===== config.mk =====
export PLATFORM = sky130hd
export DESIGN_NAME = tmr_access_seq
export DESIGN_NICKNAME = d
export VERILOG_FILES = /design/src/rtl/tmr_access_pkg.sv /design/src/rtl/tmr_ctrl_decode.sv /design/src/rtl/tmr_wr_path.sv /design/src/rtl/tmr_rd_path.sv /design/src/rtl/tmr_access_seq.sv
export SDC_FILE = /design/constraint.sdc
export NUM_CORES = 1
export LEC_CHECK = 0
export BUFFER_PORTS_ARGS = -buffer_cell sky130_fd_sc_hd__buf_2
export CAP_MARGIN = 15
export CORE_ASPECT_RATIO = 0.8
export CORE_UTILIZATION = 48
export CTS_BUF_LIST = sky130_fd_sc_hd__clkbuf_4 sky130_fd_sc_hd__clkbuf_8 sky130_fd_sc_hd__clkbuf_16
export CTS_CLUSTER_SIZE = 16
export DETAILED_ROUTE_END_ITERATION = 8
export PLACE_DENSITY = 0.73
export RECOVER_POWER = 25
export SYNTH_ARGS = -nofsm -noshare
export SYNTH_HDL_FRONTEND = slang
export SYNTH_SLANG_ARGS = --single-unit

===== constraint.sdc =====
create_clock -name clk -period 1.8 [get_ports clk]
set_input_delay 0.36 -clock clk [delete_from_list [all_inputs] [get_ports clk]]
set_output_delay 0.36 -clock clk [all_outputs]
set_load 0.02 [all_outputs]

===== src/rtl/tmr_access_pkg.sv =====
package tmr_access_pkg;

  typedef enum logic [1:0] {
    ACC_SNAP = 2'd0,
    ACC_LO   = 2'd1,
    ACC_HI   = 2'd2,
    ACC_WORD = 2'd3
  } acc_e;

  localparam int SEL_HI  = 7;
  localparam int SEL_LO  = 6;
  localparam int ACC_MSB = 5;
  localparam int ACC_LSB = 4;
  localparam int MODE_MSB = 3;
  localparam int MODE_LSB = 1;
  localparam int BCD_BIT = 0;
  localparam int MODE_W  = MODE_MSB - MODE_LSB + 1;

endpackage


===== src/rtl/tmr_ctrl_decode.sv =====
module tmr_ctrl_decode
  import tmr_access_pkg::*;
#(
  parameter int CHAN_ID = 0,
  parameter int BYTE_W  = 8,
  parameter int ADDR_W  = 2
) (
  input  logic              clk,
  input  logic              rst,
  input  logic [ADDR_W-1:0] bus_addr,
  input  logic [BYTE_W-1:0] bus_wdata,
  input  logic              bus_wr,
  output logic [MODE_W-1:0] mode_q,
  output logic              bcd_q,
  output acc_e              acc_q,
  output logic              prog_evt,
  output logic              latch_evt
);

  localparam logic [ADDR_W-1:0] CTRL_ADDR = {ADDR_W{1'b1}};
  localparam logic [1:0]        MY_SEL    = 2'(CHAN_ID);

  logic ctrl_wr;
  logic sel_match;
  acc_e acc_field;

  assign ctrl_wr   = bus_wr && (bus_addr == CTRL_ADDR);
  assign sel_match = (bus_wdata[SEL_HI:SEL_LO] == MY_SEL);
  assign acc_field = acc_e'(bus_wdata[ACC_MSB:ACC_LSB]);
  assign prog_evt  = ctrl_wr && sel_match && (acc_field != ACC_SNAP);
  assign latch_evt = ctrl_wr && sel_match && (acc_field == ACC_SNAP);

  always_ff @(posedge clk) begin
    if (rst) begin
      mode_q <= '0;
      bcd_q  <= 1'b0;
      acc_q  <= ACC_WORD;
    end else if (prog_evt) begin
      mode_q <= bus_wdata[MODE_MSB:MODE_LSB];
      bcd_q  <= bus_wdata[BCD_BIT];
      acc_q  <= acc_field;
    end
  end

  // fields move only on a matching programming write
  p_fields_hold_r2: assert property (@(posedge clk) disable iff (rst)
    !prog_evt |=> ($stable(mode_q) && $stable(bcd_q) && $stable(acc_q)));

  p_fields_capture_r2: assert property (@(posedge clk) disable iff (rst)
    prog_evt |=> (mode_q == $past(bus_wdata[MODE_MSB:MODE_LSB])) &&
                 (bcd_q == $past(bus_wdata[BCD_BIT])));

endmodule


===== src/rtl/tmr_wr_path.sv =====
module tmr_wr_path
  import tmr_access_pkg::*;
#(
  parameter int BYTE_W = 8
) (
  input  logic                clk,
  input  logic                rst,
  input  logic                wr_hit,
  input  logic [BYTE_W-1:0]   bus_wdata,
  input  acc_e                acc_q,
  input  logic                prog_evt,
  output logic [2*BYTE_W-1:0] load_value,
  output logic                load_pulse
);

  localparam int CNT_W = 2 * BYTE_W;

  logic              wr_phase;
  logic [BYTE_W-1:0] lo_hold;

  always_ff @(posedge clk) begin
    if (rst) begin
      wr_phase   <= 1'b0;
      lo_hold    <= '0;
      load_value <= '0;
      load_pulse <= 1'b0;
    end else begin
      load_pulse <= 1'b0;
      if (prog_evt) begin
        wr_phase <= 1'b0;
      end else if (wr_hit) begin
        unique case (acc_q)
          ACC_LO: begin
            load_value <= {{BYTE_W{1'b0}}, bus_wdata};
            load_pulse <= 1'b1;
          end
          ACC_HI: begin
            load_value <= {bus_wdata, {BYTE_W{1'b0}}};
            load_pulse <= 1'b1;
          end
          ACC_WORD: begin
            if (!wr_phase) begin
              lo_hold  <= bus_wdata;
              wr_phase <= 1'b1;
            end else begin
              load_value <= {bus_wdata, lo_hold};
              load_pulse <= 1'b1;
              wr_phase   <= 1'b0;
            end
          end
          default: ;
        endcase
      end
    end
  end

  p_no_write_no_pulse_r3: assert property (@(posedge clk) disable iff (rst)
    !wr_hit |=> !load_pulse);

  p_lsb_load_r3: assert property (@(posedge clk) disable iff (rst)
    (wr_hit && acc_q == ACC_LO) |=>
      (load_pulse && load_value == CNT_W'($past(bus_wdata))));

  p_msb_load_r4: assert property (@(posedge clk) disable iff (rst)
    (wr_hit && acc_q == ACC_HI) |=>
      (load_pulse && load_value[BYTE_W-1:0] == '0 &&
       load_value[CNT_W-1:BYTE_W] == $past(bus_wdata)));

  p_word_first_r5: assert property (@(posedge clk) disable iff (rst)
    (wr_hit && acc_q == ACC_WORD && !wr_phase) |=>
      (!load_pulse && $stable(load_value)));

endmodule


===== src/rtl/tmr_rd_path.sv =====
module tmr_rd_path
  import tmr_access_pkg::*;
#(
  parameter int BYTE_W = 8
) (
  input  logic                clk,
  input  logic                rst,
  input  logic                rd_hit,
  input  logic                rd_other,
  input  logic                latch_evt,
  input  logic                prog_evt,
  input  acc_e                acc_q,
  input  logic [2*BYTE_W-1:0] live_count,
  output logic [BYTE_W-1:0]   rd_data
);

  localparam int CNT_W = 2 * BYTE_W;

  logic [CNT_W-1:0]  snap_q;
  logic              snap_valid;
  logic              snap_phase;
  logic              live_phase;
  logic [BYTE_W-1:0] live_lo, live_hi, snap_lo, snap_hi;

  assign live_lo = live_count[BYTE_W-1:0];
  assign live_hi = live_count[CNT_W-1:BYTE_W];
  assign snap_lo = snap_q[BYTE_W-1:0];
  assign snap_hi = snap_q[CNT_W-1:BYTE_W];

  always_ff @(posedge clk) begin
    if (rst) begin
      snap_q     <= '0;
      snap_valid <= 1'b0;
      snap_phase <= 1'b0;
      live_phase <= 1'b0;
      rd_data    <= '0;
    end else begin
      if (prog_evt) begin
        live_phase <= 1'b0;
        snap_valid <= 1'b0;
        snap_phase <= 1'b0;
      end else if (latch_evt && !snap_valid) begin
        snap_q     <= live_count;
        snap_valid <= 1'b1;
        snap_phase <= 1'b0;
      end

      if (rd_hit) begin
        if (snap_valid) begin
          rd_data    <= snap_phase ? snap_hi : snap_lo;
          snap_phase <= !snap_phase;
          if (snap_phase) snap_valid <= 1'b0;
        end else begin
          unique case (acc_q)
            ACC_LO:  rd_data <= live_lo;
            ACC_HI:  rd_data <= live_hi;
            default: begin
              rd_data    <= live_phase ? live_hi : live_lo;
              live_phase <= !live_phase;
            end
          endcase
        end
      end else if (rd_other) begin
        rd_data <= '0;
      end
    end
  end

  p_second_snap_ignored_r9: assert property (@(posedge clk) disable iff (rst)
    (latch_evt && snap_valid && !rd_hit) |=> $stable(snap_q) && snap_valid);

  p_foreign_read_zero_r10: assert property (@(posedge clk) disable iff (rst)
    rd_other |=> (rd_data == '0));

  p_snap_read_keeps_phase_r8: assert property (@(posedge clk) disable iff (rst)
    (rd_hit && snap_valid && !prog_evt) |=> $stable(live_phase));

  p_idle_holds_data_r6: assert property (@(posedge clk) disable iff (rst)
    (!rd_hit && !rd_other) |=> $stable(rd_data));

endmodule


===== src/rtl/tmr_access_seq.sv =====
module tmr_access_seq
  import tmr_access_pkg::*;
#(
  parameter int CHAN_ID = 0,
  parameter int BYTE_W  = 8,
  parameter int ADDR_W  = 2
) (
  input  logic                clk,
  input  logic                rst,
  input  logic [ADDR_W-1:0]   bus_addr,
  input  logic [BYTE_W-1:0]   bus_wdata,
  input  logic                bus_rd,
  input  logic                bus_wr,
  input  logic [2*BYTE_W-1:0] live_count,
  output logic [BYTE_W-1:0]   rd_data,
  output logic [2*BYTE_W-1:0] load_value,
  output logic                load_pulse,
  output logic [MODE_W-1:0]   mode_q,
  output logic                bcd_q
);

  localparam logic [ADDR_W-1:0] MY_ADDR = ADDR_W'(CHAN_ID);

  logic rd_hit, rd_other, wr_hit;
  logic prog_evt, latch_evt;
  acc_e acc_q;

  assign rd_hit   = bus_rd && (bus_addr == MY_ADDR);
  assign rd_other = bus_rd && (bus_addr != MY_ADDR);
  assign wr_hit   = bus_wr && (bus_addr == MY_ADDR);

  tmr_ctrl_decode #(.CHAN_ID(CHAN_ID), .BYTE_W(BYTE_W), .ADDR_W(ADDR_W)) u_ctrl (
    .clk(clk), .rst(rst), .bus_addr(bus_addr), .bus_wdata(bus_wdata),
    .bus_wr(bus_wr), .mode_q(mode_q), .bcd_q(bcd_q), .acc_q(acc_q),
    .prog_evt(prog_evt), .latch_evt(latch_evt)
  );

  tmr_wr_path #(.BYTE_W(BYTE_W)) u_wr (
    .clk(clk), .rst(rst), .wr_hit(wr_hit), .bus_wdata(bus_wdata),
    .acc_q(acc_q), .prog_evt(prog_evt), .load_value(load_value),
    .load_pulse(load_pulse)
  );

  tmr_rd_path #(.BYTE_W(BYTE_W)) u_rd (
    .clk(clk), .rst(rst), .rd_hit(rd_hit), .rd_other(rd_other),
    .latch_evt(latch_evt), .prog_evt(prog_evt), .acc_q(acc_q),
    .live_count(live_count), .rd_data(rd_data)
  );

  // outputs quiet in the first cycle after reset
  p_reset_quiet_r1: assert property (@(posedge clk)
    rst |=> (!load_pulse && rd_data == '0 && mode_q == '0 && !bcd_q));

endmodule


==> flow_summary.toml <==
[setup_path]
critPathRequiredTime_ps = 2000
r2r-end = "u_wr.load_value[5]"
r2r_cells = 6
arrival_ps = 1910
start_kind = "flip-flop"
r2r-start = "u_ctrl.acc_q[0]"
critPathCaptureType = "flip-flop"
rrSetupSlack_ps = 90
worstPathMaxFanout = 9
worst-setup-path-type = "reg2reg"

[pwr]
peakVddDrop_v = 0.0004874
p_leak_nw = 1.433
finalPower_mw = 3.118
power_density_nw_per_um2 = 914.1

[floorplan]
io_pins = 59
die_h_um = 68.02
initial_core_util_pct = 51.05
die_area_um2 = 5749
die_x_um = 84.52
core.rowCount = 23
core_um2 = 5122

[finish]
num-nets-final = 393
final_area_um2 = 3411
antennaDiodeCount = 0
final_cell_count_no_fill = 426
syn_to_final_growth_pct = 30.43
drive_gt1_share_pct = 26.10

[global_routing]
antenna_found_initial = 0
grt_max_degree = 34
grt_pass1_wl_um = 9942
grt_overflow = 0
grt_pass1_vias = 2059
grt_usage_pct = 22.66

[placement]
dp.cells = 410
place_area_um2 = 3110
gp_congestion = 0.7830
place_hpwl_um = 4359
placement.io_buffers = 58

[drt]
drtIter0Drc = 108
vias = 2343
ant_nets = 0
drtPass1Iterations = 5
route.final.wire_length_um = 6254
wl_met2_um = 2820
drc_errors = 0
drt-wirelength-per-cell_um = 14.68
wl_met3_um = 316
top_layer = "met4"
met1_length_um = 3053
via_per_inst = 5.500

[synth]
yosysTopAreaCellShare_pct = 45.17
synth_most_common_cell = "dfxtp_1"
avgSynthCellArea_um2 = 9.143
ys_ff_latch = 59
synth_edf_count = 0
ys_types = 35
synth_common_cells = "dfxtp_1 (59), nor2_1 (40), mux2i_1 (37)"
synth_area_um2 = 2615
syn-num-nets = 320
yosysWarnings = 0
syn_inst = 286
synth_ff_type = "dfxtp_1"
synthArstFlopShare_pct = 0
seq_area_frac_synth_pct = 45.17
synth_area_leaders = "dfxtp_1 (45%), mux2i_1 (14%), nor2_1 (5.7%), a211oi_1 (4.0%), nor3b_1 (2.6%)"
yosys.area.top_type = "dfxtp_1"

[min_path]
min_from = "live_count[12]"
hold_path_end = "u_rd.snap_q[12]"
hold_depth = 3
hp-class = "in2reg"

[clocking]
ctsHoldBuffers = 0
cts_setup_buffers = 0
cts_made_buffers = 9
cts_tree = "yes"
cts_sinks = 59
cts_resized = 2
root_buffer = "clkbuf_8"
insertion_delay_ps = 340
clkTransAtPathRegs_ps = 60
htreeDepth = 3
clock_path_buffers = 2

[sta]
hold_viol_final = 0
worst_pin_slew_ps = 641.1
min_period_ps = 1709
fin_tns_setup_ps = 0
max_slew_margin_pct = 57.26
drv_slew = 0
clock.fmax_ghz = 0.5852
setup_violations = 0
skew_ps = 9.111
fin_crit_sh_pct = 94.94

[flow_run]
max-cap-violations = 0

[outcome]
status = "finished, final reports clean"
[per-stage QoR]
stage / worst slack [ps] / util (%) / hold WS, ps
4_1_cts: 1.947 / 65.95 / 272.8
5_1_grt: -16.50 / 66.59 / 277.7
3_5_place_dp: -267.7 / 60.72 / 441.4
6_report: 91.07 / 66.59 / 276.1
2_1_floorplan: 46.30 / - / 461.3
3_3_place_gp: -168.4 / 60.72 / 437.1
[power breakdown]
group	leakage [nW]	internal, mW	switching [mW]	total, mW
Combinational	0.823	0.109	0.141	0.250
Clock	0.133	1.03	0.498	1.53
Sequential	0.477	1.33	0.0128	1.34
[layer usage]
layer  global-route usage (%)  up-vias
li1                         -     1162
met1                    31.20     1106
met2                    33.94       65
met3                    5.911       10
met4                    9.534        0
met5                        0        -
[worst max-delay path by stage]
stage / from / endpoint / cells after the start / slack (ps)
2_1_floorplan: u_ctrl.acc_q[0] / u_rd.rd_data[0] / 6 / 50
3_3_place_gp: u_ctrl.acc_q[0] / u_rd.rd_data[1] / 6 / -170
3_5_place_dp: u_ctrl.acc_q[0] / u_rd.rd_data[3] / 6 / -270
4_1_cts: u_ctrl.acc_q[0] / u_wr.load_value[5] / 6 / 2
5_1_grt: u_ctrl.acc_q[0] / u_wr.load_value[5] / 6 / -20
6_report: u_ctrl.acc_q[0] / u_wr.load_value[5] / 6 / 90
[placed cells by master (no fill, tap or decap), types with 3 or more instances in the layout]
| master | netlist | final |
|---|---|---|
| nand2_1 | 13 | 13 |
| nor2b_1 | 3 | 3 |
| nand3_1 | 10 | 10 |
| dfxtp_1 | 59 | 59 |
| nor3b_1 | 9 | 9 |
| nor3_1 | 13 | 11 |
| buf_4 | 0 | 23 |
| a211oi_1 | 14 | 14 |
| buf_2 | 5 | 39 |
| nand2b_1 | 7 | 7 |
| mux2i_1 | 37 | 36 |
| a221oi_1 | 7 | 6 |
| a21oi_1 | 10 | 10 |
| inv_1 | 7 | 7 |
| o21ai_0 | 11 | 11 |
| clkbuf_8 | 0 | 12 |
| bufinv_16 | 0 | 3 |
| ha_1 | 4 | 3 |
| clkbuf_1 | 16 | 20 |
| nor2_1 | 40 | 39 |
[logic make-up after synthesis]
group | after synthesis | synth area share [%]
multiplexers | 37 | 14.16
buffers and inverters | 30 | 4.832
adder cells (fa/ha/maj) | 4 | 1.914
AO/OA/AOI/OAI | 51 | 13.68
AND/OR/NAND/NOR | 105 | 20.24
flip-flops | 59 | 45.17
[registers in the layout, indices dropped and copies added (netlist names)]
| register | flops |
|---|---|
| u_ctrl.mode_q | 3 |
| u_rd.snap_valid | 1 |
| u_ctrl.acc_q | 2 |
| u_rd.live_phase | 1 |
| u_ctrl.bcd_q | 1 |
| u_rd.rd_data | 8 |
| u_wr.load_value | 16 |
| u_rd.snap_phase | 1 |
| u_wr.lo_hold | 8 |
| u_wr.wr_phase | 1 |
| u_wr.load_pulse | 1 |
| u_rd.snap_q | 16 |
[cell type report]
type | instances | area (um^2)
flip-flops and latches | 59 | 1181
well taps | 62 | 77.57
repair buffers | 85 | 498.0
inverters | 7 | 26.28
fillers | 428 | 1712
clock buffers | 12 | 165.2
clock inverters | 4 | 95.09
multi-input cells | 197 | 1368
[worst max-delay path, cell delays in order, from the launching register on]
cell and delay (ps):
dfxtp_1 310, buf_4 140, ha_1 230, nor2b_1 170
or3_4 410, a211oi_1 260, nor3_1 70
(Power assumes the default switching activity.)
